<file path="src/rtl/tach_regif_pkg.sv">
package tach_regif_pkg;
   // register index = byte address / 2
   typedef enum logic [3:0] {
      RG_CNT_A   = 4'd0,
      RG_CAP_A   = 4'd1,
      RG_CAP_B   = 4'd2,
      RG_CNT_B   = 4'd3,
      RG_PRESC   = 4'd4,
      RG_CLKSEL  = 4'd5,
      RG_MODE    = 4'd6,
      RG_PEND    = 4'd7,
      RG_CLR     = 4'd8,
      RG_IEN     = 4'd9,
      RG_TGT_A   = 4'd10,
      RG_TGT_B   = 4'd11,
      RG_CMPCFG  = 4'd12,
      RG_INSEL_A = 4'd13,
      RG_INSEL_B = 4'd14,
      RG_NONE    = 4'd15
   } reg_e;

   function automatic logic is_half(reg_e r);
      return (r == RG_CNT_A) || (r == RG_CAP_A) || (r == RG_CAP_B) ||
             (r == RG_CNT_B) || (r == RG_TGT_A) || (r == RG_TGT_B);
   endfunction
endpackage

</file>
<file path="src/rtl/tach_addr_decode.sv">
module tach_addr_decode
   import tach_regif_pkg::*;
#(
   parameter int ADDR_W = 5
) (
   input  logic [ADDR_W-1:0] addr,
   input  logic              size_half,
   output reg_e              sel,
   output logic              legal
);
   logic upper_zero;

   generate
      if (ADDR_W < 5) begin : g_bad_width
         $error("tach_addr_decode: ADDR_W must be at least 5");
      end
      if (ADDR_W > 5) begin : g_wide
         assign upper_zero = (addr[ADDR_W-1:5] == '0);
      end else begin : g_exact
         assign upper_zero = 1'b1;
      end
   endgenerate

   always_comb begin
      sel   = reg_e'(addr[4:1]);
      legal = upper_zero && !addr[0] && (sel != RG_NONE) &&
              (is_half(sel) == size_half);
   end
endmodule

</file>
<file path="src/rtl/tach_hold_reg.sv">
module tach_hold_reg #(
   parameter int W = 16
) (
   input  logic         clk,
   input  logic         load,
   input  logic [W-1:0] din,
   output logic [W-1:0] q
);
   // no reset: value survives block reset
   always_ff @(posedge clk) begin
      if (load) q <= din;
   end
endmodule

</file>
<file path="src/rtl/tach_irq_ctrl.sv">
module tach_irq_ctrl #(
   parameter int N_EVT   = 6,
   parameter bit IRQ_REG = 1'b1
) (
   input  logic             clk,
   input  logic             rst_n,
   input  logic [N_EVT-1:0] evt,
   input  logic [N_EVT-1:0] clr_mask,
   input  logic [N_EVT-1:0] ien,
   output logic [N_EVT-1:0] pend,
   output logic             irq
);
   logic active;

   generate
      for (genvar k = 0; k < N_EVT; k++) begin : g_bit
         logic bit_q;
         always_ff @(posedge clk or negedge rst_n) begin
            if (!rst_n)           bit_q <= 1'b0;
            else if (evt[k])      bit_q <= 1'b1;   // set beats clear
            else if (clr_mask[k]) bit_q <= 1'b0;
         end
         assign pend[k] = bit_q;
      end
   endgenerate

   assign active = |(pend & ien);

   generate
      if (IRQ_REG) begin : g_irq_ff
         logic irq_q;
         always_ff @(posedge clk or negedge rst_n) begin
            if (!rst_n) irq_q <= 1'b0;
            else        irq_q <= active;
         end
         assign irq = irq_q;
      end else begin : g_irq_comb
         assign irq = active;
      end
   endgenerate
endmodule

</file>
<file path="src/rtl/tach_regif.sv">
module tach_regif
   import tach_regif_pkg::*;
#(
   parameter int ADDR_W  = 5,
   parameter int HALF_W  = 16,
   parameter int BYTE_W  = 8,
   parameter int N_EVT   = 6,
   parameter bit IRQ_REG = 1'b1
) (
   input  logic              clk,
   input  logic              rst_n,
   input  logic              bus_valid,
   input  logic              bus_write,
   input  logic              bus_half,
   input  logic [ADDR_W-1:0] bus_addr,
   input  logic [15:0]       bus_wdata,
   output logic [15:0]       bus_rdata,
   output logic              bus_err,
   input  logic              cnt_a_load,
   input  logic [15:0]       cnt_a_in,
   input  logic              cap_a_load,
   input  logic [15:0]       cap_a_in,
   input  logic              cnt_b_load,
   input  logic [15:0]       cnt_b_in,
   input  logic              cap_b_load,
   input  logic [15:0]       cap_b_in,
   input  logic [5:0]        evt,
   output logic [7:0]        prescale,
   output logic              clk_sel_a,
   output logic              clk_sel_b,
   output logic              ch_en_a,
   output logic              ch_en_b,
   output logic              edge_a,
   output logic              edge_b,
   output logic              mode5,
   output logic [3:0]        cmp_cfg_a,
   output logic [3:0]        cmp_cfg_b,
   output logic              in_sel_a,
   output logic              in_sel_b,
   output logic [15:0]       target_a,
   output logic [15:0]       target_b,
   output logic              irq
);
   localparam int N_HOLD = 4;
   localparam int PAD_E  = HALF_W - N_EVT;

   generate
      if (HALF_W != 16 || BYTE_W != 8) begin : g_bad_data
         $error("tach_regif: data widths are fixed at 16/8");
      end
      if (N_EVT != 6) begin : g_bad_evt
         $error("tach_regif: six event sources expected");
      end
   endgenerate

   reg_e        sel;
   logic        legal;
   logic        wr_ok;
   logic [4:0]  mode_q;     // bits 6:2
   logic        ck_a_q, ck_b_q;
   logic [7:0]  presc_q, cmpcfg_q;
   logic        insel_a_q, insel_b_q;
   logic [N_EVT-1:0] ien_q, pend_q, clr_mask;
   logic [15:0] tgt_a_q, tgt_b_q;
   logic [15:0] rd_mux;
   logic [N_HOLD-1:0] hold_ld;
   logic [15:0] hold_din [N_HOLD];
   logic [15:0] hold_q   [N_HOLD];

   tach_addr_decode #(.ADDR_W(ADDR_W)) u_dec (
      .addr      (bus_addr),
      .size_half (bus_half),
      .sel       (sel),
      .legal     (legal)
   );

   assign wr_ok = bus_valid && bus_write && legal;

   // count/capture holding registers, order: cnt A, cap A, cap B, cnt B
   assign hold_ld     = {cnt_b_load, cap_b_load, cap_a_load, cnt_a_load};
   assign hold_din[0] = cnt_a_in;
   assign hold_din[1] = cap_a_in;
   assign hold_din[2] = cap_b_in;
   assign hold_din[3] = cnt_b_in;

   generate
      for (genvar h = 0; h < N_HOLD; h++) begin : g_hold
         tach_hold_reg #(.W(HALF_W)) u_hold (
            .clk  (clk),
            .load (hold_ld[h]),
            .din  (hold_din[h]),
            .q    (hold_q[h])
         );
      end
   endgenerate

   always_ff @(posedge clk or negedge rst_n) begin
      if (!rst_n) begin
         presc_q   <= '0;
         ck_a_q    <= 1'b0;
         ck_b_q    <= 1'b0;
         mode_q    <= '0;
         ien_q     <= '0;
         tgt_a_q   <= '0;
         tgt_b_q   <= '0;
         cmpcfg_q  <= '0;
         insel_a_q <= 1'b0;
         insel_b_q <= 1'b0;
      end else if (wr_ok) begin
         case (sel)
            RG_PRESC:   presc_q   <= bus_wdata[7:0];
            RG_CLKSEL:  begin
               ck_a_q <= bus_wdata[0];
               ck_b_q <= bus_wdata[3];
            end
            RG_MODE:    mode_q    <= bus_wdata[6:2];
            RG_IEN:     ien_q     <= bus_wdata[N_EVT-1:0];
            RG_TGT_A:   tgt_a_q   <= bus_wdata;
            RG_TGT_B:   tgt_b_q   <= bus_wdata;
            RG_CMPCFG:  cmpcfg_q  <= bus_wdata[7:0];
            RG_INSEL_A: insel_a_q <= bus_wdata[0];
            RG_INSEL_B: insel_b_q <= bus_wdata[0];
            default:    ;
         endcase
      end
   end

   assign clr_mask = (wr_ok && sel == RG_CLR) ? bus_wdata[N_EVT-1:0] : '0;

   tach_irq_ctrl #(.N_EVT(N_EVT), .IRQ_REG(IRQ_REG)) u_irq (
      .clk      (clk),
      .rst_n    (rst_n),
      .evt      (evt),
      .clr_mask (clr_mask),
      .ien      (ien_q),
      .pend     (pend_q),
      .irq      (irq)
   );

   always_comb begin
      case (sel)
         RG_CNT_A:   rd_mux = hold_q[0];
         RG_CAP_A:   rd_mux = hold_q[1];
         RG_CAP_B:   rd_mux = hold_q[2];
         RG_CNT_B:   rd_mux = hold_q[3];
         RG_PRESC:   rd_mux = {8'h00, presc_q};
         RG_CLKSEL:  rd_mux = {12'h000, ck_b_q, 2'b00, ck_a_q};
         RG_MODE:    rd_mux = {9'h000, mode_q, 2'b00};
         RG_PEND:    rd_mux = {{PAD_E{1'b0}}, pend_q};
         RG_IEN:     rd_mux = {{PAD_E{1'b0}}, ien_q};
         RG_TGT_A:   rd_mux = tgt_a_q;
         RG_TGT_B:   rd_mux = tgt_b_q;
         RG_CMPCFG:  rd_mux = {8'h00, cmpcfg_q};
         RG_INSEL_A: rd_mux = {15'h0000, insel_a_q};
         RG_INSEL_B: rd_mux = {15'h0000, insel_b_q};
         default:    rd_mux = '0;   // clear register reads zero
      endcase
   end

   always_ff @(posedge clk or negedge rst_n) begin
      if (!rst_n) begin
         bus_rdata <= '0;
         bus_err   <= 1'b0;
      end else begin
         bus_err   <= bus_valid && !legal;
         bus_rdata <= (bus_valid && !bus_write && legal) ? rd_mux : '0;
      end
   end

   assign prescale  = presc_q;
   assign clk_sel_a = ck_a_q;
   assign clk_sel_b = ck_b_q;
   assign ch_en_b   = mode_q[4];
   assign ch_en_a   = mode_q[3];
   assign edge_b    = mode_q[2];
   assign edge_a    = mode_q[1];
   assign mode5     = mode_q[0];
   assign cmp_cfg_a = cmpcfg_q[3:0];
   assign cmp_cfg_b = cmpcfg_q[7:4];
   assign in_sel_a  = insel_a_q;
   assign in_sel_b  = insel_b_q;
   assign target_a  = tgt_a_q;
   assign target_b  = tgt_b_q;
endmodule

</file>
<file path="config.mk">
export PLATFORM = sky130hd
export DESIGN_NAME = tach_regif
export DESIGN_NICKNAME = d
export VERILOG_FILES = /design/src/rtl/tach_regif_pkg.sv /design/src/rtl/tach_addr_decode.sv /design/src/rtl/tach_hold_reg.sv /design/src/rtl/tach_irq_ctrl.sv /design/src/rtl/tach_regif.sv
export SDC_FILE = /design/constraint.sdc
export NUM_CORES = 1
export LEC_CHECK = 0
export BUFFER_PORTS_ARGS = -buffer_cell sky130_fd_sc_hd__buf_4
export CAP_MARGIN = 10
export CORE_MARGIN = 2
export CORE_UTILIZATION = 31
export DETAILED_ROUTE_END_ITERATION = 16
export SYNTH_ARGS = -nofsm -noshare
export SYNTH_HDL_FRONTEND = slang
export SYNTH_HIERARCHICAL = 1
export SYNTH_SLANG_ARGS = --single-unit
</file>
<file path="constraint.sdc">
create_clock -name clk -period 2.2 [get_ports clk]
set_input_delay 0.44 -clock clk [delete_from_list [all_inputs] [get_ports clk]]
set_output_delay 0.44 -clock clk [all_outputs]
set_load 0.1 [all_outputs]
</file>
After elaboration in Yosys (flattened, before gate mapping) --
Index checks and enable logic that the tools add are counted.
Storage, ports and cells: flip-flop bits (word level) 151, input bits 100, output and inout port bits 75, logic and storage cells 88
Cells by class: equality and inequality tests 16, muxes and demuxes 15, bitwise logic cells 1, reductions and logical operators 33
Operators by type and width (number):
- case mux 16 bit (14 select lines) | 1
- == test 4 bit, second input constant | 7
- AND reduction 2 bit | 9
- == test 4 x 3 -> 1 bit, second input constant | 4
- two-way mux 16 bit | 1
- two-way mux 1 bit | 12
- nonzero test 2 bit | 6
- == test 4 x 2 -> 1 bit, second input constant | 2
- logical AND 1 bit | 8
- AND 6 bit | 1
- two-way mux 6 bit | 1
- OR reduction 6 bit | 1
- logical OR 1 bit | 5
- == test 4 x 1 -> 1 bit, second input constant | 1
- zero test 4 bit | 1
- inequality test 4 bit, second input constant | 1
- zero test 1 bit | 3
- == test 1 bit | 1

Longest topological paths before layout --
depth after elaboration 13, gate-level depth with buffers 10, mapped depth without buffers 9

Hierarchy --
The synthesis kept the hierarchy.
Modules (own cells, without submodules):
- tach_regif | instances 1, cells each 369, area an instance 4420.5 um^2, seq. area each 2001.9 um^2
- tach_hold_reg | instances 4, cells each 16, area an instance 480.5 um^2, seq. area each 480.5 um^2
- tach_irq_ctrl | instances 1, cells each 29, area an instance 317.8 um^2, seq. area each 175.2 um^2
- tach_addr_decode | instances 1, cells each 9, area an instance 77.6 um^2, seq. area each 0.0 um^2

Worst setup path before layout --
Ideal clock, no wire load.
kind input to register, start point input bus_addr[4], end point register tgt_a_q[12], in the netlist target_a[12], library setup time 126 ps, arrival time 1905 ps, data required time 2074 ps, slack 169 ps, cell stages on the path 9, path buffers 3, path through nor2b_4 o21a_1 nor3_2 and3_1 clkbuf_2 and2_1 buf_6 buf_6 mux2_4
On the way: longest elaborated chain between the ends 10, elaborated cells between the ends (all ways) 17, classes of those cells eq/ne (7); reduce/logical (10)
RTL lines:
- from (decl) | RTL line tach_regif.sv:15 | input logic [ADDR_W-1:0] bus_addr,
- == test 4 x 1 -> 1 bit or zero test 4 bit (tied branches) | RTL line tach_regif_pkg.sv:23 | return (r == RG_CNT_A) || (r == RG_CAP_A) || (r == RG_CAP_B) ||
- logical OR 1 bit (3 in a row) | RTL line tach_regif_pkg.sv:23
- logical OR 1 bit (2 in a row) | RTL line tach_regif_pkg.sv:24 | (r == RG_CNT_B) || (r == RG_TGT_A) || (r == RG_TGT_B);
- == test 1 bit | RTL line tach_addr_decode.sv:27 | (is_half(sel) == size_half);
- logical AND 1 bit (*) | RTL line tach_addr_decode.sv:26 | legal = upper_zero && !addr[0] && (sel != RG_NONE) &&
- named net legal | RTL line tach_regif.sv:57 | logic legal;
- logical AND 1 bit (*) | RTL line tach_regif.sv:77 | assign wr_ok = bus_valid && bus_write && legal;
- AND reduction 2 bit (no source line) (*)
- to (signal assigned) | RTL line tach_regif.sv:118 | RG_TGT_A: tgt_a_q <= bus_wdata;
- to (decl) | RTL line tach_regif.sv:64 | logic [15:0] tgt_a_q, tgt_b_q;
Mark *: on every way through the listed nets, which the timed path passes. The rest lies on a longest branch. A chain may end at the register's enable or synchronous reset.

Worst setup path after layout --
start point input bus_addr[4], end point register ien_q[2]
On the way: longest elaborated chain between the ends 10, elaborated cells between the ends (all ways) 18, classes of those cells eq/ne (8); reduce/logical (10)
RTL lines:
- == test 4 x 1 -> 1 bit or zero test 4 bit (tied branches) | RTL line tach_regif_pkg.sv:23
- logical OR 1 bit (3 in a row) | RTL line tach_regif_pkg.sv:23
- logical OR 1 bit (2 in a row) | RTL line tach_regif_pkg.sv:24
- == test 1 bit | RTL line tach_addr_decode.sv:27
- logical AND 1 bit (*) | RTL line tach_addr_decode.sv:26
- named net legal | RTL line tach_regif.sv:57
- logical AND 1 bit (*) | RTL line tach_regif.sv:77
- AND reduction 2 bit (no source line) (*)
- to (signal assigned) | RTL line tach_regif.sv:117 | RG_IEN: ien_q <= bus_wdata[N_EVT-1:0];
- to (decl) | RTL line tach_regif.sv:63 | logic [N_EVT-1:0] ien_q, pend_q, clr_mask;
Marks and branches as above.

==> summary.md <==
| Metric | Value |
|---|---|
| Yosys top cell by area | `dfrtp_1` |
| Antenna violations before repair | `0` |
| RSZ-0062 raised after global routing | `false` |
| Gpl congestion | `between 0.8 and 0.9` |
| NumNets Final | `between 700 and 800` |
| Fin cells | `950` |
| Post-synthesis sequential area ratio | `between 60% and 70%` |
| Vias per cell | `roughly 5.1` |
| Hold crit path type | `primary input to flop` |
| Final hold vios | `0` |
| Pre-Repair DR Iteration Count | `5` |
| Synthesized Nets | `between 500 and 600` |
| Final wirelength | `roughly 22000 um` |
| Row cnt | `53` |
| CTS Buffer Depth | `2` |
| Wire per inst | `about 23 um` |
| Top cells by count, synth | `dfrtp_1 (87), edfxtp_1 (64), mux2_2 (57)` |
| Critical path class | `primary input to flop` |
| Sink Count | `151` |
| Max IR drop VDD | `between 0.5 and 0.6 mV` |
| PwrDens | `between 800 and 900 mW/mm2` |
| Fillers | `1951` |
| Global-route wire length before repair | `32000 um` |
| Core Util, Final | `42.8%` |
| DRC viols | `0` |
| Worst Path Required | `between 2 and 3 ns` |
| Vias in the first global route | `roughly 5100` |
| Final period util | `a little over four fifths` |
| Post-synth ARST share | `between 50 and 60%` |
| Final WS setup | `~0.37 ns` |
| Share of cells above drive strength 1 | `a little under 50%` |
| Drt initial violations | `approximately 350` |
| F_max | `approximately 550 MHz` |
| Cts bufs inserted | `17` |
| Yosys reg bits | `~150` |
| Critical Path Sink Type | `flop` |
| IO Count | `175` |
| Ant diodes | `0` |
| Most instantiated library cell after synthesis | `dfrtp_1` |
| Hold Path Cell Cnt | `1` |
| Status | `finished, final reports clean` |
| Die Wd | `~150 um` |
| CTS tree | `built` |
| R2R setup slack | `around 0.83 ns` |
| DP HPWL | `~16000 um` |
| Minimum clock period | `between 1.5 and 2 ns` |
| Clock transition at the registers of the reported paths | `0.07 ns` |
| Fin Setup TNS | `0 ns` |
| Port bufs | `approximately 170` |
| Startpoint Class | `primary input` |
| Max Cap Violations | `0` |
| Area Overhead vs Synth | `34.4%` |
| Total Die Area | `around 0.023 mm2` |
| Cells after synthesis | `471` |
| Synthesized area per cell | `between 10 and 15 um2` |
| Crit path DAT | `about 2.1 ns` |
| Clock skew | `a little over 0.008 ns` |
| Htree depth | `4` |
| Rel. slew slack | `about three fifths` |
| Cell Area, Synth | `0.00674 mm2` |
| Placed Cells | `between 900 and 1000` |
| Syn. warnings | `6` |
| Max Transition Viols Final | `0` |
| DP Worst Slack | `-0.0784 ns` |
| Initial Util | `31.9%` |
| # setup viols final | `0` |
| CP max FO | `6` |
| PostCTS Resize Cnt | `0` |
| Die height | `about 150 um` |
| Synth unique cells | `~60` |
| Total gr overflow | `0` |
| Worst-Margin Slew | `approximately 0.6 ns` |
| Most common flop cell mapped by yosys | `dfrtp_1` |
| Root Driver | `clkbuf_16` |
| Antenna violation net count after detailed routing | `0` |
| Synth top area share | `between 30% and 40%` |
| Global Route Usage Sum | `about a fifth` |
| Worst-Skew Late Latency | `~0.43 ns` |
| Cell count of the worst reg-to-reg path | `4` |
| Largest net degree at the start of global routing | `49` |
| Cell leakage power | `3.98 nW` |
| Synth top area cells | `dfrtp_1 (32%), edfxtp_1 (29%), mux2_2 (9.5%)` |
| Placeable Area | `~0.021 mm2` |
| Vias | `4873` |
| Number of flops mapped to enable cells by yosys | `64` |
| Pwr Total | `about 8.1 mW` |
==> repair_timing <==
item,in CTS,in global routing
setup buffers,0,0
hold buffers,1,0
endpoints found under the hold margin,20,0
==> routing by layer <==
metal	global-route usage [%]	up-vias	share of wire, %
li1	-	2151	-
met1	25.5	2493	42
met2	31.4	199	48
met3	5.84	30	7.8
met4	5.70	0	1.9
met5	0	-	0
==> sequential cells by signal, indices dropped and copies added (netlist names) <==
name	flops
bus_err	1
in_sel_b	1
u_irq/g_bit.bit_q	6
u_irq/irq	1
bus_rdata	16
cmpcfg_q	8
target_a	16
mode_q	5
clk_sel_b	1
ien_q	6
target_b	16
in_sel_a	1
clk_sel_a	1
g_hold.u_hold/q	64
prescale	8
==> final cells by class <==
type / instances / area (um2) / area share (%)
tap: 275 / 344 / 3.80
timing repair buffer: 208 / 1640 / 18.1
inverter: 12 / 45.0 / 0.497
clock buffer: 19 / 433 / 4.78
sequential: 151 / 4100 / 45.3
multi-input combinational: 272 / 2320 / 25.6
clock inverter: 13 / 181 / 2.00
==> path summary, 6_finish.rpt <==
| check | from | to |
|---|---|---|
| setup / recovery | bus_addr[4] | ien_q[2] |
| hold / removal | cap_b_in[13] | g_hold[2].u_hold/q[13] |
| setup reg to reg | g_hold[2].u_hold/q[13] | bus_rdata[13] |
| hold reg to reg | g_hold[3].u_hold/q[9] | bus_rdata[9] |
| max in group asynchronous | rst_n | target_b[12] |
| min in group asynchronous | rst_n | target_b[7] |
==> cell families (layout without fill, tap and decap cells) <==
family | after synthesis | after routing | synth area share, %
flops | 151 | 151 | 60.8
simple gates | 99 | 99 | 9.16
mux | 91 | 91 | 16.2
compound gates | 82 | 82 | 8.97
buf+inv | 48 | 252 | 4.79
==> metrics by stage <==
| step | area, um2 | hold slack [ns] |
|---|---|---|
| 4_1_cts | 9060 | 0.173 |
| 2_1_floorplan | 6740 | 0.144 |
| 5_1_grt | 9060 | 0.166 |
| 6_report | 9060 | 0.181 |
| 3_5_place_dp | 8430 | 0.442 |
| 3_3_place_gp | 8430 | 0.427 |
==> cell usage in the layout, fill, tap and decap left out, types with 10 or more instances in the layout <==
cell type and count:
mux2_4 20, and2_1 10, clkbuf_16 17, dfrtp_1 87
inv_1 11, nor2_1 11, mux2_2 57, edfxtp_1 64
nand2_1 13, a21oi_1 15, nand3_1 11, buf_4 201
mux2i_1 13
==> worst max-delay path, stage by stage <==
cell	delay [ns]
buf_4	0.12
nor2b_4	0.12
o21a_1	0.17
nor3_2	0.12
and3_1	0.33
nand2_1	0.15
nor2_2	0.29
mux2_2	0.39
==> report_power, final <==
part,leakage [nW],switching (mW),internal (mW),total (mW)
logic,1.93,1.20,0.491,1.69
registers,1.78,0.150,3.17,3.32
clock network,0.275,1.18,1.89,3.07
(Power assumes the default switching activity.)
